### src/rtl/adc_rd_pkg.sv
// Shared types for the parallel ADC read controller.
// Assumes: every timing parameter is at least 1 clock cycle.
package adc_rd_pkg;

    typedef enum logic [2:0] {
        RD_IDLE      = 3'd0,
        RD_PULSE     = 3'd1,
        RD_WAIT_LOW  = 3'd2,
        RD_WAIT_HIGH = 3'd3,
        RD_ACC_HI    = 3'd4,
        RD_ACC_LO    = 3'd5
    } rd_state_t;

endpackage

### src/rtl/adc_rd_sync.sv
// Brings the asynchronous busy flag into the clock domain through a flop chain.
// Assumes: the flag idles high, so every stage resets to 1.
module adc_rd_sync #(
    parameter int STAGES = 2
) (
    input  logic clk,
    input  logic rst_n,
    input  logic async_i,
    output logic sync_o
);
    logic [STAGES-1:0] chain_q;

    // Shift the flag through the chain.
    generate
        if (STAGES == 1) begin : g_one
            always_ff @(posedge clk) begin
                if (!rst_n) chain_q <= '1;
                else        chain_q <= async_i;
            end
        end else begin : g_many
            always_ff @(posedge clk) begin
                if (!rst_n) chain_q <= '1;
                else        chain_q <= {chain_q[STAGES-2:0], async_i};
            end
        end
    endgenerate

    assign sync_o = chain_q[STAGES-1];
endmodule

### src/rtl/adc_rd_timer.sv
// Loadable down counter. After a load of N, done_o is low for N-1 cycles,
// so a state that waits on done_o lasts exactly N cycles.
// Assumes: value_i >= 1 (a value of 0 behaves like 1).
module adc_rd_timer #(
    parameter int W = 8
) (
    input  logic         clk,
    input  logic         rst_n,
    input  logic         load_i,
    input  logic [W-1:0] value_i,
    output logic         done_o
);
    logic [W-1:0] cnt_q;

    // Load, or count down to zero and stop there.
    always_ff @(posedge clk) begin
        if (!rst_n)               cnt_q <= '0;
        else if (load_i)          cnt_q <= (value_i == '0) ? '0 : value_i - 1'b1;
        else if (cnt_q != '0)     cnt_q <= cnt_q - 1'b1;
    end

    assign done_o = (cnt_q == '0);

    // A fresh load of more than one cycle must drop done next cycle.
    p_load_clears_done_r2: assert property (@(posedge clk) disable iff (!rst_n)
        (load_i && value_i > W'(1)) |=> !done_o);
endmodule

### src/rtl/adc_rd_assembler.sv
// Collects the read data into the result word and raises the valid strobe.
// Word mode takes the whole bus. Byte mode stores bus bits 15..8 as the high
// byte, then takes bus bits 15..8 again (now the low byte) to finish the word.
// Assumes: DATA_W is even; the caller issues at most one capture per cycle.
module adc_rd_assembler #(
    parameter int DATA_W = 16
) (
    input  logic              clk,
    input  logic              rst_n,
    input  logic              cap_full_i,
    input  logic              cap_hi_i,
    input  logic              cap_lo_i,
    input  logic [DATA_W-1:0] bus_i,
    output logic [DATA_W-1:0] word_o,
    output logic              valid_o
);
    localparam int HALF = DATA_W / 2;

    logic [HALF-1:0]   hi_q;
    logic              hi_ok_q;
    logic [DATA_W-1:0] word_q;
    logic              valid_q;

    // Hold the high byte between the two byte reads.
    always_ff @(posedge clk) begin
        if (!rst_n) begin
            hi_q    <= '0;
            hi_ok_q <= 1'b0;
        end else if (cap_hi_i) begin
            hi_q    <= bus_i[DATA_W-1:HALF];
            hi_ok_q <= 1'b1;
        end else if (cap_lo_i || cap_full_i) begin
            hi_ok_q <= 1'b0;
        end
    end

    // Publish the finished word together with its strobe.
    always_ff @(posedge clk) begin
        if (!rst_n) begin
            word_q  <= '0;
            valid_q <= 1'b0;
        end else begin
            valid_q <= cap_full_i || cap_lo_i;
            if (cap_full_i)    word_q <= bus_i;
            else if (cap_lo_i) word_q <= {hi_q, bus_i[DATA_W-1:HALF]};
        end
    end

    assign word_o  = word_q;
    assign valid_o = valid_q;

    // The low byte may only complete a word whose high byte was stored.
    p_hi_before_lo_r5: assert property (@(posedge clk) disable iff (!rst_n)
        cap_lo_i |-> hi_ok_q);
    // The strobe lasts a single cycle.
    p_valid_single_r6: assert property (@(posedge clk) disable iff (!rst_n)
        valid_q |=> !valid_q);
    // The result moves only together with its strobe.
    p_result_hold_r6: assert property (@(posedge clk) disable iff (!rst_n)
        !$stable(word_q) |-> valid_q);
endmodule

### src/rtl/adc_par_reader.sv
// Host-side sequencer for a parallel-output SAR converter.
// Pulses read/convert low, waits for busy to fall and rise, then enables the
// bus and reads one word or two bytes. Start spacing, pulse width, access
// delay and the busy timeout are counted in clocks.
// Assumes: busy_i is asynchronous; every timing parameter is at least 1.
module adc_par_reader #(
    parameter int DATA_W           = 16,
    parameter int SYNC_STAGES      = 2,
    parameter int CONV_PULSE_CYC   = 3,
    parameter int ACCESS_CYC       = 5,
    parameter int THRU_CYC         = 500,
    parameter int BUSY_TIMEOUT_CYC = 450
) (
    input  logic              clk,
    input  logic              rst_n,
    input  logic              start_i,
    input  logic              two_byte_i,
    input  logic              busy_i,
    input  logic [DATA_W-1:0] bus_i,
    output logic              conv_n_o,
    output logic              cs_n_o,
    output logic              byte_sel_o,
    output logic [DATA_W-1:0] result_o,
    output logic              result_valid_o,
    output logic              timeout_o
);
    import adc_rd_pkg::*;

    localparam int PH_MAX = (CONV_PULSE_CYC > ACCESS_CYC) ? CONV_PULSE_CYC : ACCESS_CYC;
    localparam int PH_W   = $clog2(PH_MAX + 1);
    localparam int TH_W   = $clog2(THRU_CYC + 1);
    localparam int TO_W   = $clog2(BUSY_TIMEOUT_CYC + 1);
    localparam int GW     = TH_W + 1;
    localparam int WW     = TO_W + 1;

    rd_state_t         state_q, state_d;
    logic              mode_q;
    logic              busy_s;
    logic              ph_load, th_load, to_load;
    logic [PH_W-1:0]   ph_val;
    logic              ph_done, th_done, to_done;
    logic              cap_full, cap_hi, cap_lo;
    logic              fault_d, fault_q;
    logic              accept;

    adc_rd_sync #(.STAGES(SYNC_STAGES)) u_sync (
        .clk(clk), .rst_n(rst_n), .async_i(busy_i), .sync_o(busy_s)
    );

    adc_rd_timer #(.W(PH_W)) u_phase (
        .clk(clk), .rst_n(rst_n), .load_i(ph_load), .value_i(ph_val), .done_o(ph_done)
    );

    adc_rd_timer #(.W(TH_W)) u_thru (
        .clk(clk), .rst_n(rst_n), .load_i(th_load),
        .value_i(TH_W'(THRU_CYC)), .done_o(th_done)
    );

    adc_rd_timer #(.W(TO_W)) u_tmo (
        .clk(clk), .rst_n(rst_n), .load_i(to_load),
        .value_i(TO_W'(BUSY_TIMEOUT_CYC)), .done_o(to_done)
    );

    adc_rd_assembler #(.DATA_W(DATA_W)) u_asm (
        .clk(clk), .rst_n(rst_n),
        .cap_full_i(cap_full), .cap_hi_i(cap_hi), .cap_lo_i(cap_lo),
        .bus_i(bus_i), .word_o(result_o), .valid_o(result_valid_o)
    );

    // Next-state, timer loads and capture strobes.
    always_comb begin
        state_d  = state_q;
        ph_load  = 1'b0;
        ph_val   = PH_W'(ACCESS_CYC);
        th_load  = 1'b0;
        to_load  = 1'b0;
        cap_full = 1'b0;
        cap_hi   = 1'b0;
        cap_lo   = 1'b0;
        fault_d  = 1'b0;
        accept   = 1'b0;
        case (state_q)
            RD_IDLE: begin
                if (start_i && th_done) begin
                    state_d = RD_PULSE;
                    ph_load = 1'b1;
                    ph_val  = PH_W'(CONV_PULSE_CYC);
                    th_load = 1'b1;
                    accept  = 1'b1;
                end
            end
            RD_PULSE: begin
                if (ph_done) begin
                    state_d = RD_WAIT_LOW;
                    to_load = 1'b1;
                end
            end
            RD_WAIT_LOW: begin
                if (!busy_s) begin
                    state_d = RD_WAIT_HIGH;
                end else if (to_done) begin
                    state_d = RD_IDLE;
                    fault_d = 1'b1;
                end
            end
            RD_WAIT_HIGH: begin
                if (busy_s) begin
                    state_d = RD_ACC_HI;
                    ph_load = 1'b1;
                end else if (to_done) begin
                    state_d = RD_IDLE;
                    fault_d = 1'b1;
                end
            end
            RD_ACC_HI: begin
                if (ph_done) begin
                    if (mode_q) begin
                        cap_hi  = 1'b1;
                        state_d = RD_ACC_LO;
                        ph_load = 1'b1;
                    end else begin
                        cap_full = 1'b1;
                        state_d  = RD_IDLE;
                    end
                end
            end
            RD_ACC_LO: begin
                if (ph_done) begin
                    cap_lo  = 1'b1;
                    state_d = RD_IDLE;
                end
            end
            default: state_d = RD_IDLE;
        endcase
    end

    // State, captured mode and timeout strobe.
    always_ff @(posedge clk) begin
        if (!rst_n) begin
            state_q <= RD_IDLE;
            mode_q  <= 1'b0;
            fault_q <= 1'b0;
        end else begin
            state_q <= state_d;
            fault_q <= fault_d;
            if (accept) mode_q <= two_byte_i;
        end
    end

    assign conv_n_o   = (state_q != RD_PULSE);
    assign cs_n_o     = !(state_q == RD_PULSE || state_q == RD_ACC_HI || state_q == RD_ACC_LO);
    assign byte_sel_o = (state_q == RD_ACC_LO);
    assign timeout_o  = fault_q;

    // ---------------- checking logic ----------------
    logic [15:0]   low_run_q;
    logic [GW-1:0] gap_q;
    logic [WW-1:0] wait_q;

    // Length of the current low run of read/convert.
    always_ff @(posedge clk) begin
        if (!rst_n)         low_run_q <= '0;
        else if (!conv_n_o) low_run_q <= low_run_q + 1'b1;
        else                low_run_q <= '0;
    end

    // Cycles since the last accepted start, saturating.
    always_ff @(posedge clk) begin
        if (!rst_n)                        gap_q <= GW'(THRU_CYC);
        else if (accept)                   gap_q <= GW'(1);
        else if (gap_q != GW'(THRU_CYC))   gap_q <= gap_q + 1'b1;
    end

    // Cycles spent waiting for busy, saturating.
    always_ff @(posedge clk) begin
        if (!rst_n)
            wait_q <= '0;
        else if (state_q == RD_WAIT_LOW || state_q == RD_WAIT_HIGH) begin
            if (wait_q != WW'(BUSY_TIMEOUT_CYC)) wait_q <= wait_q + 1'b1;
        end else
            wait_q <= '0;
    end

    // The start pulse has exactly the configured width.
    p_pulse_width_r2: assert property (@(posedge clk) disable iff (!rst_n)
        $rose(conv_n_o) |-> (low_run_q == 16'(CONV_PULSE_CYC)));
    // The bus is never enabled while the synchronised busy is low.
    p_bus_after_busy_r3: assert property (@(posedge clk) disable iff (!rst_n)
        (!cs_n_o && conv_n_o) |-> busy_s);
    // Starts respect the minimum spacing.
    p_spacing_r8: assert property (@(posedge clk) disable iff (!rst_n)
        accept |-> (gap_q >= GW'(THRU_CYC)));
    // A timeout fires only after the full wait window.
    p_timeout_window_r9: assert property (@(posedge clk) disable iff (!rst_n)
        fault_d |-> (wait_q >= WW'(BUSY_TIMEOUT_CYC - 1)));
    // A timeout never comes with a result.
    p_timeout_quiet_r9: assert property (@(posedge clk) disable iff (!rst_n)
        timeout_o |-> !result_valid_o);
    // The captured mode holds during a conversion.
    p_mode_hold_r10: assert property (@(posedge clk) disable iff (!rst_n)
        (state_q != RD_IDLE && !accept) |=> $stable(mode_q));
endmodule

### config.mk
export PLATFORM = sky130hd
export DESIGN_NAME = adc_par_reader
export DESIGN_NICKNAME = d
export VERILOG_FILES = /design/src/rtl/adc_rd_pkg.sv /design/src/rtl/adc_rd_sync.sv /design/src/rtl/adc_rd_timer.sv /design/src/rtl/adc_rd_assembler.sv /design/src/rtl/adc_par_reader.sv
export SDC_FILE = /design/constraint.sdc
export NUM_CORES = 1
export LEC_CHECK = 0
export ABC_AREA = 1
export BUFFER_PORTS_ARGS = -buffer_cell sky130_fd_sc_hd__clkbuf_2
export CAP_MARGIN = 20
export CORE_UTILIZATION = 40
export DETAILED_ROUTE_END_ITERATION = 10
export GPL_ROUTABILITY_DRIVEN = 0
export GPL_TIMING_DRIVEN = 0
export PLACE_DENSITY = 0.65
export SKIP_LAST_GASP = 1
export SYNTH_ARGS = -nofsm -noshare
export SYNTH_HDL_FRONTEND = slang
export SYNTH_SLANG_ARGS = --single-unit
### constraint.sdc
create_clock -name clk -period 2.48 [get_ports clk]
set_input_delay 0.248 -clock clk [delete_from_list [all_inputs] [get_ports clk]]
set_output_delay 0.248 -clock clk [all_outputs]
set_load 0.005 [all_outputs]
* Word-level counts from Yosys, hierarchy flattened
Index checks and enable logic that the tools add are counted. W data, S select, Z words.
Cells by class: $add $sub $neg 4, equality and inequality tests 10, muxes and demuxes 37, bitwise gates (word level) 1, reductions and logical operators 20
Operators by type and width (number):
- $mux W3 | 13
- $mux W9 | 4
- $mux W16 | 2
- $logic_not A9 Y1 | 2
- $pmux W3 S6 | 1
- $reduce_bool A9 Y1 | 2
- $sub A9 B1 Y9 const B | 2
- $mux W1 | 15
- $logic_not A3 Y1 | 3
- $reduce_bool A2 Y1 | 4
- $eq A3 B2 Y1 const B | 2
- $eq A3 B3 Y1 const B | 2
- $ne A2 B2 Y1 const B | 3
- $sub A3 B1 Y3 const B | 2
- $reduce_and A4 Y1 | 1
- $reduce_or A2 Y1 | 2
- $eq A3 B1 Y1 const B | 1
- $logic_or A1 B1 Y1 | 3
- $ne A3 B1 Y1 const B | 1
- $pmux W1 S3 | 1
- $reduce_bool A3 Y1 | 1
- $ne A2 B1 Y1 const B | 1
- $pmux W1 S2 | 1
- $logic_and A1 B1 Y1 | 1
- other kinds (2) | 2
Word-level totals: bits in registers 53, input port bits 21, logic and storage cells 84

* Longest topological paths before layout
Gate-level depths: netlist of the first run.
word-level depth 7, depth in mapped cells 12, gate-level depth less buffers 11

* Cells and area by module
A second synthesis of the first run with hierarchy kept.
Unflattened totals: cells, all modules 541, area total of the unflattened synthesis 3472.1 µm²
By module, submodules not included:
- adc_rd_timer at u_thru ... | instances 2, cells an instance 136, area each 807.0 µm², sequential area each 180.2 µm²
- adc_rd_assembler | instances 1, cells an instance 161, area each 1132.3 µm², sequential area each 500.5 µm²
- adc_par_reader | instances 1, cells an instance 67, area each 417.9 µm², sequential area each 100.1 µm²
- adc_rd_timer at u_phase | instances 1, cells an instance 35, area each 252.7 µm², sequential area each 60.1 µm²
- adc_rd_sync | instances 1, cells an instance 6, area each 55.1 µm², sequential area each 40.0 µm²

* Worst setup path before layout of the first run
Ideal clock, no wire load.
path kind reg-to-reg, from reg u_tmo.cnt_q[0], to reg state_q[1], arrival time 1.331 ns, slack 1.022 ns, stages on the path, launching flop included 11, period minus slack after synthesis 1.458 ns, cell sequence dfxtp_1 -> inv_1 -> ha_1 -> nand2_1 -> nor2_1 -> nand3_1 -> buf_2 -> nand2_1 -> nand3_1 -> nand3_1 -> nor2_1
On the way: word-level cells in the longest chain between the ends 4, elaborated cells between the ends (all ways) 5
Ends and longest elaborated chain:
- from (decl) | RTL line adc_rd_timer.sv:13 | logic [W-1:0] cnt_q;
- from (signal assigned) | RTL line adc_rd_timer.sv:18 | else if (load_i) cnt_q <= (value_i == '0) ? '0 : value_i - 1'b1;
- from (signal assigned) | RTL line adc_rd_timer.sv:19 | else if (cnt_q != '0) cnt_q <= cnt_q - 1'b1;
- $logic_not A9 Y1 (*) | RTL line adc_rd_timer.sv:22 | assign done_o = (cnt_q == '0);
- $mux W3 (*)
- $mux W3, on equally long branches
- $pmux W3 S6 (*)
- to (signal assigned) | RTL line adc_par_reader.sv:144 | state_q <= state_d;
- to (decl) | RTL line adc_par_reader.sv:36 | rd_state_t state_q, state_d;
Mark *: on every way between the ends. The rest lies on a longest branch, timed or not. A chain may end at the register's enable or synchronous reset.

* Worst setup path in the final report of the first run
Ends and elaborated chain as after synthesis.

==> tab_implementation.tex, run 1 <==
\begin{tabular}{lr}
\hline
Metric & Value \\
\hline
\multicolumn{2}{l}{\textbf{Synthesis}} \\
Share of the synthesized area in the top cell type & 0.398 \\
Total number of yosys warnings & 0 \\
Simple-gate share of the synthesized area & 0.373 \\
Number of enable-type register cells in the synthesized netlist & 0 \\
Most frequently used flop master after synthesis & dfxtp\_1 \\
Cell types with the highest counts after synthesis & nand2\_1, dfxtp\_1, inv\_1, nor2\_1, nand3\_1 \\
Synth Instances & 368 \\
Combinational family with the most area after synthesis & simple AND/OR/NAND/NOR gates \\
Adder-cell share of the synthesized area & 0.0188 \\
Largest cells by area after synthesis & dfxtp\_1, nand2\_1, nand3\_1 \\
Share of synthesized flip-flops with an asynchronous set or reset & 0 \\
Cell with the most instances after synthesis & nand2\_1 \\
Mean Syn Cell Area & 7.24 um2 \\
Compound-gate portion of the synthesized area & 0.0784 \\
Number of nets in the synthesized netlist & 393 \\
Synthesized flop and latch total & 53 \\
Post-synthesis mux area share & 0 \\
Library cells used by synthesis & 31 \\
Synthesized area & 2660 um2 \\
Cell taking the most area after synthesis & dfxtp\_1 \\
Part of the Yosys area used for sequential elements & 0.398 \\
Share of the synthesized netlist area taken by xor and xnor gates & 0.0197 \\
\multicolumn{2}{l}{\textbf{GRT}} \\
Remaining global-route overflow & 0 \\
Total Routing Usage GR & 0.175 \\
Global-route wire length before repair & 9.97 mm \\
Maximum number of pins on one net before global-route repair & 17 \\
Number of global-route vias before repair & 2,180 \\
Initial antenna violation count & 0 \\
\multicolumn{2}{l}{\textbf{Timing}} \\
Final-layout setup total negative slack & 0 ns \\
Rel. slew slack & 0.652 \\
Clock skew after layout & roughly 0.0066 ns \\
Setup Viol. Count Final & 0 \\
Peak clock frequency supported by timing & roughly 0.57 GHz \\
Final slew viol count & 0 \\
Minimum clock period & around 1.8 ns \\
Period Utilization, post-route & 0.714 \\
Final number of hold-violating endpoints & 0 \\
Pin slew with the least headroom to its limit & around 0.52 ns \\
RSZ-0062 raised after global routing & no \\
\multicolumn{2}{l}{\textbf{Placed design}} \\
Post-placement cell count & 486 \\
Count of input and output buffers & 41 \\
DP HPWL & 4.29 mm \\
Placed Area & 2970 um2 \\
\multicolumn{2}{l}{\textbf{Power and ir drop}} \\
Final Power & approximately 2.6 mW \\
Static leakage power & 1.57 nW \\
Peak supply drop & 491 uV \\
Power per cell area & 862 nW/um2 \\
\multicolumn{2}{l}{\textbf{Drt}} \\
Detailed-route wire length & 5.84 mm \\
DRT Pass-1 Iters & 5 \\
DR top layer & met4 \\
Post-route met1 wirelength & 2.75 mm \\
Met3 layer wire length in the routed design & 211 um \\
Initial drt markers & 141 \\
Antenna violation net count after detailed routing & 0 \\
Total length of routed met2 wires & between 2 and 3 mm \\
Vias/cell & 4.89 \\
Vias after detailed routing & roughly 2,400 \\
Total DRC errors in the routed layout & 0 \\
Post-detailed-route wirelength per cell & approximately 12 um \\
\multicolumn{2}{l}{\textbf{Clocking}} \\
Clock insertion delay at the later pin of the skew report & 0.32 ns \\
CTS tree & done \\
Number of hold-repair buffers added at the cts stage & 0 \\
Number of buffers created by CTS & 5 \\
Post-CTS clock slew at the launch and capture registers of the worst setup and hold paths & 0.10 ns \\
Post-CTS repair timing setup buffer count & 0 \\
Clock net sink count & 53 \\
\# H-tree levels & 2 \\
Maximum count of clock buffers along a single path & 2 \\
Clock root buffer & clkbuf\_8 \\
Post-cts repair resize count & 0 \\
\multicolumn{2}{l}{\textbf{Worst setup path}} \\
Setup crit start kind & flip-flop \\
CP Data Required Time & $\sim$2.7 ns \\
Category of the most critical setup path & flip-flop to flip-flop \\
Critical Path End Type & flip-flop \\
Data arrival time of the critical path & 1.97 ns \\
Maximum fanout count along the critical path & 10 \\
Number of cells on the worst reg-to-reg path & 10 \\
\multicolumn{2}{l}{\textbf{Die}} \\
Core Region & 6390 um2 \\
Effective utilization at floorplan & 0.417 \\
Total I/O pin count & 42 \\
Std-Cell Rows & 29 \\
Die span in y & between 80 and 90 um \\
Horizontal die dimension & 83.6 um \\
Die Outline Area & between 6000 and 7000 um2 \\
\multicolumn{2}{l}{\textbf{Final layout}} \\
Number of antenna diodes & 0 \\
Synthesis-to-finish area growth & 15.3\% \\
Non-filler cells in the finished layout & 494 \\
Number of inserted filler cells in the final layout & 646 \\
Number of nets in the layout & 441 \\
Fraction of final layout cells sized beyond drive strength 1 & 0.225 \\
Final instance area & 3070 um2 \\
\multicolumn{2}{l}{\textbf{Hold path}} \\
Class of the most critical hold timing path & input port to flip-flop \\
Hold Path Depth & 2 \\
\multicolumn{2}{l}{\textbf{Run}} \\
Total of max-cap violations & 0 \\
\multicolumn{2}{l}{\textbf{Run status}} \\
Result of the run & completed \\
\hline
\end{tabular}
-- final timing paths --
path | start | endpoint | slack, ns
worst max register to register | u_tmo.cnt_q[0] | state_q[1] | 0.71
worst min register to register | u_sync.chain_q[0] | u_sync.chain_q[1] | 0.43
worst max-delay path | u_tmo.cnt_q[0] | state_q[1] | 0.71
worst min-delay path | busy_i | u_sync.chain_q[0] | 0.11
-- per-stage QoR --
stage                     utilization  hold WS [ns]  setup slack [ns]
after CTS                       0.481         0.118             0.716
after floorplan                     -         0.355              1.02
after global routing            0.481         0.117             0.579
final                           0.481         0.114             0.710
after global placement          0.464         0.396             0.780
after detailed placement        0.464         0.405             0.752
-- layout make-up --
class / count / area [um2] / area share
clock inverter: 1 / 8.76 / 0.00285
timing repair buffer: 41 / 205 / 0.0668
multi-input combinational: 250 / 1310 / 0.425
clock buffer: 7 / 96.3 / 0.0314
sequential: 53 / 1060 / 0.346
tap: 77 / 96.3 / 0.0314
buffer: 10 / 80.1 / 0.0261
inverter: 55 / 216 / 0.0705
-- metal layers --
metal,global-route usage,vias to the layer above
li1,-,1266
met1,0.214,1099
met2,0.305,44
met3,0.0376,6
met4,0.0555,0
met5,0,-
-- sequential cells by signal, indices dropped and copies added, names as in the netlist --
register	flops
timeout_o	1
mode_q	1
u_asm.word_o	16
u_asm.valid_o	1
u_sync.chain_q	2
u_asm.hi_q	8
u_tmo.cnt_q	9
u_thru.cnt_q	9
state_q	3
u_phase.cnt_q	3
-- layout by cell type (no fill, tap or decap), types with 2 or more instances in the layout --
| cell | instances |
|---|---|
| buf_6 | 3 |
| inv_1 | 48 |
| clkbuf_2 | 41 |
| inv_6 | 3 |
| clkbuf_8 | 7 |
| xor2_1 | 4 |
| nand2_1 | 71 |
| o211ai_1 | 2 |
| a21oi_1 | 17 |
| or2_2 | 2 |
| nor2_1 | 46 |
| clkbuf_1 | 3 |
| dfxtp_1 | 53 |
| nor3_1 | 4 |
| nand3_1 | 41 |
| o21ai_0 | 19 |
| inv_2 | 4 |
| nand4_1 | 6 |
| nor2_4 | 2 |
| nand3_2 | 10 |
| buf_2 | 3 |
| nand2_2 | 13 |
| xnor2_1 | 2 |
| ha_1 | 4 |
-- where the power goes --
part	internal, mW	leakage [nW]	total, mW	switching, mW
registers	0.983	0.432	1.08	0.0918
logic	0.378	1.08	1.00	0.626
clock network	0.259	0.0549	0.567	0.308
-- critical path: stages, from the launching register on --
cell,delay [ns]
dfxtp_1,0.32
inv_1,0.14
ha_1,0.26
nand2_1,0.09
nor2_1,0.18
nand3_1,0.15
buf_2,0.22
nand2_1,0.08
nand3_1,0.07
nand3_1,0.09
nor2_1,0.05
-- logic make-up after synthesis --
family / Yosys count
simple gates: 200
buf+inv: 65
flops: 53
compound gates: 40
xor+xnor: 6
fa+ha+maj: 4
Power figures use the tool's default switching activity.
==> run 2, diff against run 1 <==
PLACE_DENSITY = 0.67   (was 0.65)
clock period = 1.48 ns   (was 2.48 ns; I/O delays follow)
==> run 2 against run 1 <==
The flow now finishes with violations (setup timing). Final cell count rose by 4.5%. Sequential power rose by 69%. Fmax rose by 18%. Sequential cell count did not move. Routed wire length rose by 10%. Critical endpoint is now u_asm.word_o[1]. Highest routed layer unchanged.
==> tab_implementation.tex, run 2 (synthesis results as in run 1) <==
\begin{tabular}{lr}
\hline
Metric & Value \\
\hline
\multicolumn{2}{l}{\textbf{Power and ir drop}} \\
Peak supply drop & 860 uV \\
Power per cell area & 1410 nW/um2 \\
Static leakage power & 1.72 nW \\
\multicolumn{2}{l}{\textbf{GRT}} \\
Global-route wire length before repair & 10.5 mm \\
Maximum number of pins on one net before global-route repair & 19 \\
Remaining global-route overflow & 0 \\
Total Routing Usage GR & 0.183 \\
Number of global-route vias before repair & 2,382 \\
Initial antenna violation count & 0 \\
\multicolumn{2}{l}{\textbf{Worst setup path}} \\
Maximum fanout count along the critical path & 5 \\
Critical Path End Type & flip-flop \\
Data arrival time of the critical path & $\sim$1.7 ns \\
Category of the most critical setup path & flip-flop to flip-flop \\
Setup crit start kind & flip-flop \\
CP Data Required Time & 1.71 ns \\
\multicolumn{2}{l}{\textbf{Die}} \\
Total I/O pin count & 42 \\
Core Region & 6390 um2 \\
Std-Cell Rows & 29 \\
Effective utilization at floorplan & 0.417 \\
Die span in y & 83.6 um \\
Die Outline Area & 6990 um2 \\
Horizontal die dimension & 83.6 um \\
\multicolumn{2}{l}{\textbf{Timing}} \\
Final worst setup slack & -0.0249 ns \\
RSZ-0062 raised after global routing & yes \\
Period Utilization, post-route & 1.02 \\
Final slew viol count & 0 \\
Pin slew with the least headroom to its limit & 0.562 ns \\
Peak clock frequency supported by timing & roughly 0.66 GHz \\
Clock skew after layout & 0.0152 ns \\
Setup Viol. Count Final & 10 \\
Rel. slew slack & 0.626 \\
Final number of hold-violating endpoints & 0 \\
Minimum clock period & $\sim$1.5 ns \\
\multicolumn{2}{l}{\textbf{Final layout}} \\
Most frequent cells in the layout & nand2\_1, dfxtp\_1, nor2\_1 \\
Synthesis-to-finish area growth & 29.3\% \\
Fraction of final layout cells sized beyond drive strength 1 & 0.339 \\
Number of inserted filler cells in the final layout & 604 \\
Final cell utilization of the core & 0.539 \\
Number of nets in the layout & 463 \\
Flip-flop count of the largest register after layout & 16 \\
Leading cell type in the layout, fill and taps excluded & nand2\_1 \\
Number of antenna diodes & 0 \\
\multicolumn{2}{l}{\textbf{Clocking}} \\
\# H-tree levels & 2 \\
Clock root buffer & clkbuf\_8 \\
Clock net sink count & 53 \\
Maximum count of clock buffers along a single path & 2 \\
CTS tree & done \\
Post-CTS clock slew at the launch and capture registers of the worst setup and hold paths & 0.11 ns \\
Number of buffers created by CTS & 5 \\
Clock insertion delay at the later pin of the skew report & 0.32 ns \\
\multicolumn{2}{l}{\textbf{Drt}} \\
Vias/cell & 4.92 \\
Post-detailed-route wirelength per cell & $\sim$12 um \\
Antenna violation net count after detailed routing & 0 \\
Total DRC errors in the routed layout & 0 \\
Detailed-route wire length & 6.44 mm \\
Initial drt markers & between 100 and 150 \\
Vias after detailed routing & 2,538 \\
DRT Pass-1 Iters & 4 \\
\multicolumn{2}{l}{\textbf{Placed design}} \\
Setup slack after placement & -0.229 ns \\
Count of input and output buffers & 41 \\
DP HPWL & roughly 4.2 mm \\
\multicolumn{2}{l}{\textbf{Run status}} \\
Result of the run & finished, violations left \\
Violations in the final reports & setup timing \\
\multicolumn{2}{l}{\textbf{Hold path}} \\
Class of the most critical hold timing path & input port to flip-flop \\
\multicolumn{2}{l}{\textbf{Run}} \\
Total of max-cap violations & 0 \\
\hline
\end{tabular}
## run 2: changes by cell type in the layout (fill, tap and decap cells not counted), moves of 3 or more
cell     before  now
buf_6         3    7
dfxtp_1      53   47
nand2_2      13   20
ha_1          4    1
nor2_2        1    4
nand3_1      41   38
inv_2         4   10
ha_4          0    3
nand2_4       1    4
inv_1        48   41
nand2_1      71   61
nor2_1       46   42
dfxtp_2       0    5
buf_4         0   14
## run 2: worst paths after layout
| check | from | to | slack [ns] | cells past startpoint |
|---|---|---|---|---|
| worst max-delay path | u_phase.cnt_q[0] | u_asm.word_o[1] | -0.02 | 13 |
| worst min register to register | u_sync.chain_q[0] | u_sync.chain_q[1] | 0.43 | 1 |
| worst min-delay path | busy_i | u_sync.chain_q[0] | 0.03 | 2 |
| worst max register to register | u_phase.cnt_q[0] | u_asm.word_o[1] | -0.02 | 13 |
## run 2: cell type report
| class | instances | area, um2 | share of cell area |
|---|---|---|---|
| flip-flops and latches | 53 | 1070 | 0.311 |
| multi-input cells | 250 | 1420 | 0.413 |
| repair buffers | 63 | 448 | 0.130 |
| plain buffers | 10 | 90.1 | 0.0262 |
| well taps | 77 | 96.3 | 0.0280 |
| clock inverters | 3 | 25.0 | 0.00726 |
| inverters | 55 | 224 | 0.0650 |
| clock buffers | 5 | 68.8 | 0.0200 |
## run 2: worst max-delay path, cell delays in order (launching register included)
cell,delay (ns)
dfxtp_2,0.35
inv_2,0.07
ha_4,0.14
nand2_4,0.06
inv_6,0.08
nand3_4,0.12
inv_8,0.10
nor2_8,0.05
buf_12,0.12
buf_12,0.13
nand2_2,0.05
nand3_2,0.05
nand2_1,0.06
inv_1,0.04
## run 2: what timing repair did
action | 4_1_cts | 5_1_grt
setup buffers | 13 | 7
setup endpoints to repair | 48 | 41
pin swaps | 6 | 3
hold buffers | 0 | 0
gates cloned | 1 | 2
resized for setup | 21 | 33
## run 2: where the power goes
| part | internal, mW | switching (mW) |
|---|---|---|
| clock | 0.343 | 0.522 |
| sequential | 1.66 | 0.178 |
| combinational | 0.942 | 1.22 |
## run 2: layer usage
metal,share of wire,up-vias,global-route usage,wire length (um)
met2,0.49,57,0.315,3160
met3,0.041,5,0.0366,265
met5,0,-,0,0
li1,-,1315,-,-
met4,0.0068,0,0.0478,44
met1,0.46,1161,0.232,2970
## run 2: stage by stage
stage	hold slack, ns	total power [mW]	setup TNS [ns]	instance area [um2]	std cells
finish	0.0255	4.86	-0.168	3440	516
global route	0.0307	5.26	-1.19	3440	516
CTS	0.0172	4.67	0	3260	508
detailed placement	0.339	3.51	-4.76	2970	486
global placement	0.337	3.47	-4.28	2970	486
floorplan	0.255	3.17	0	2660	368
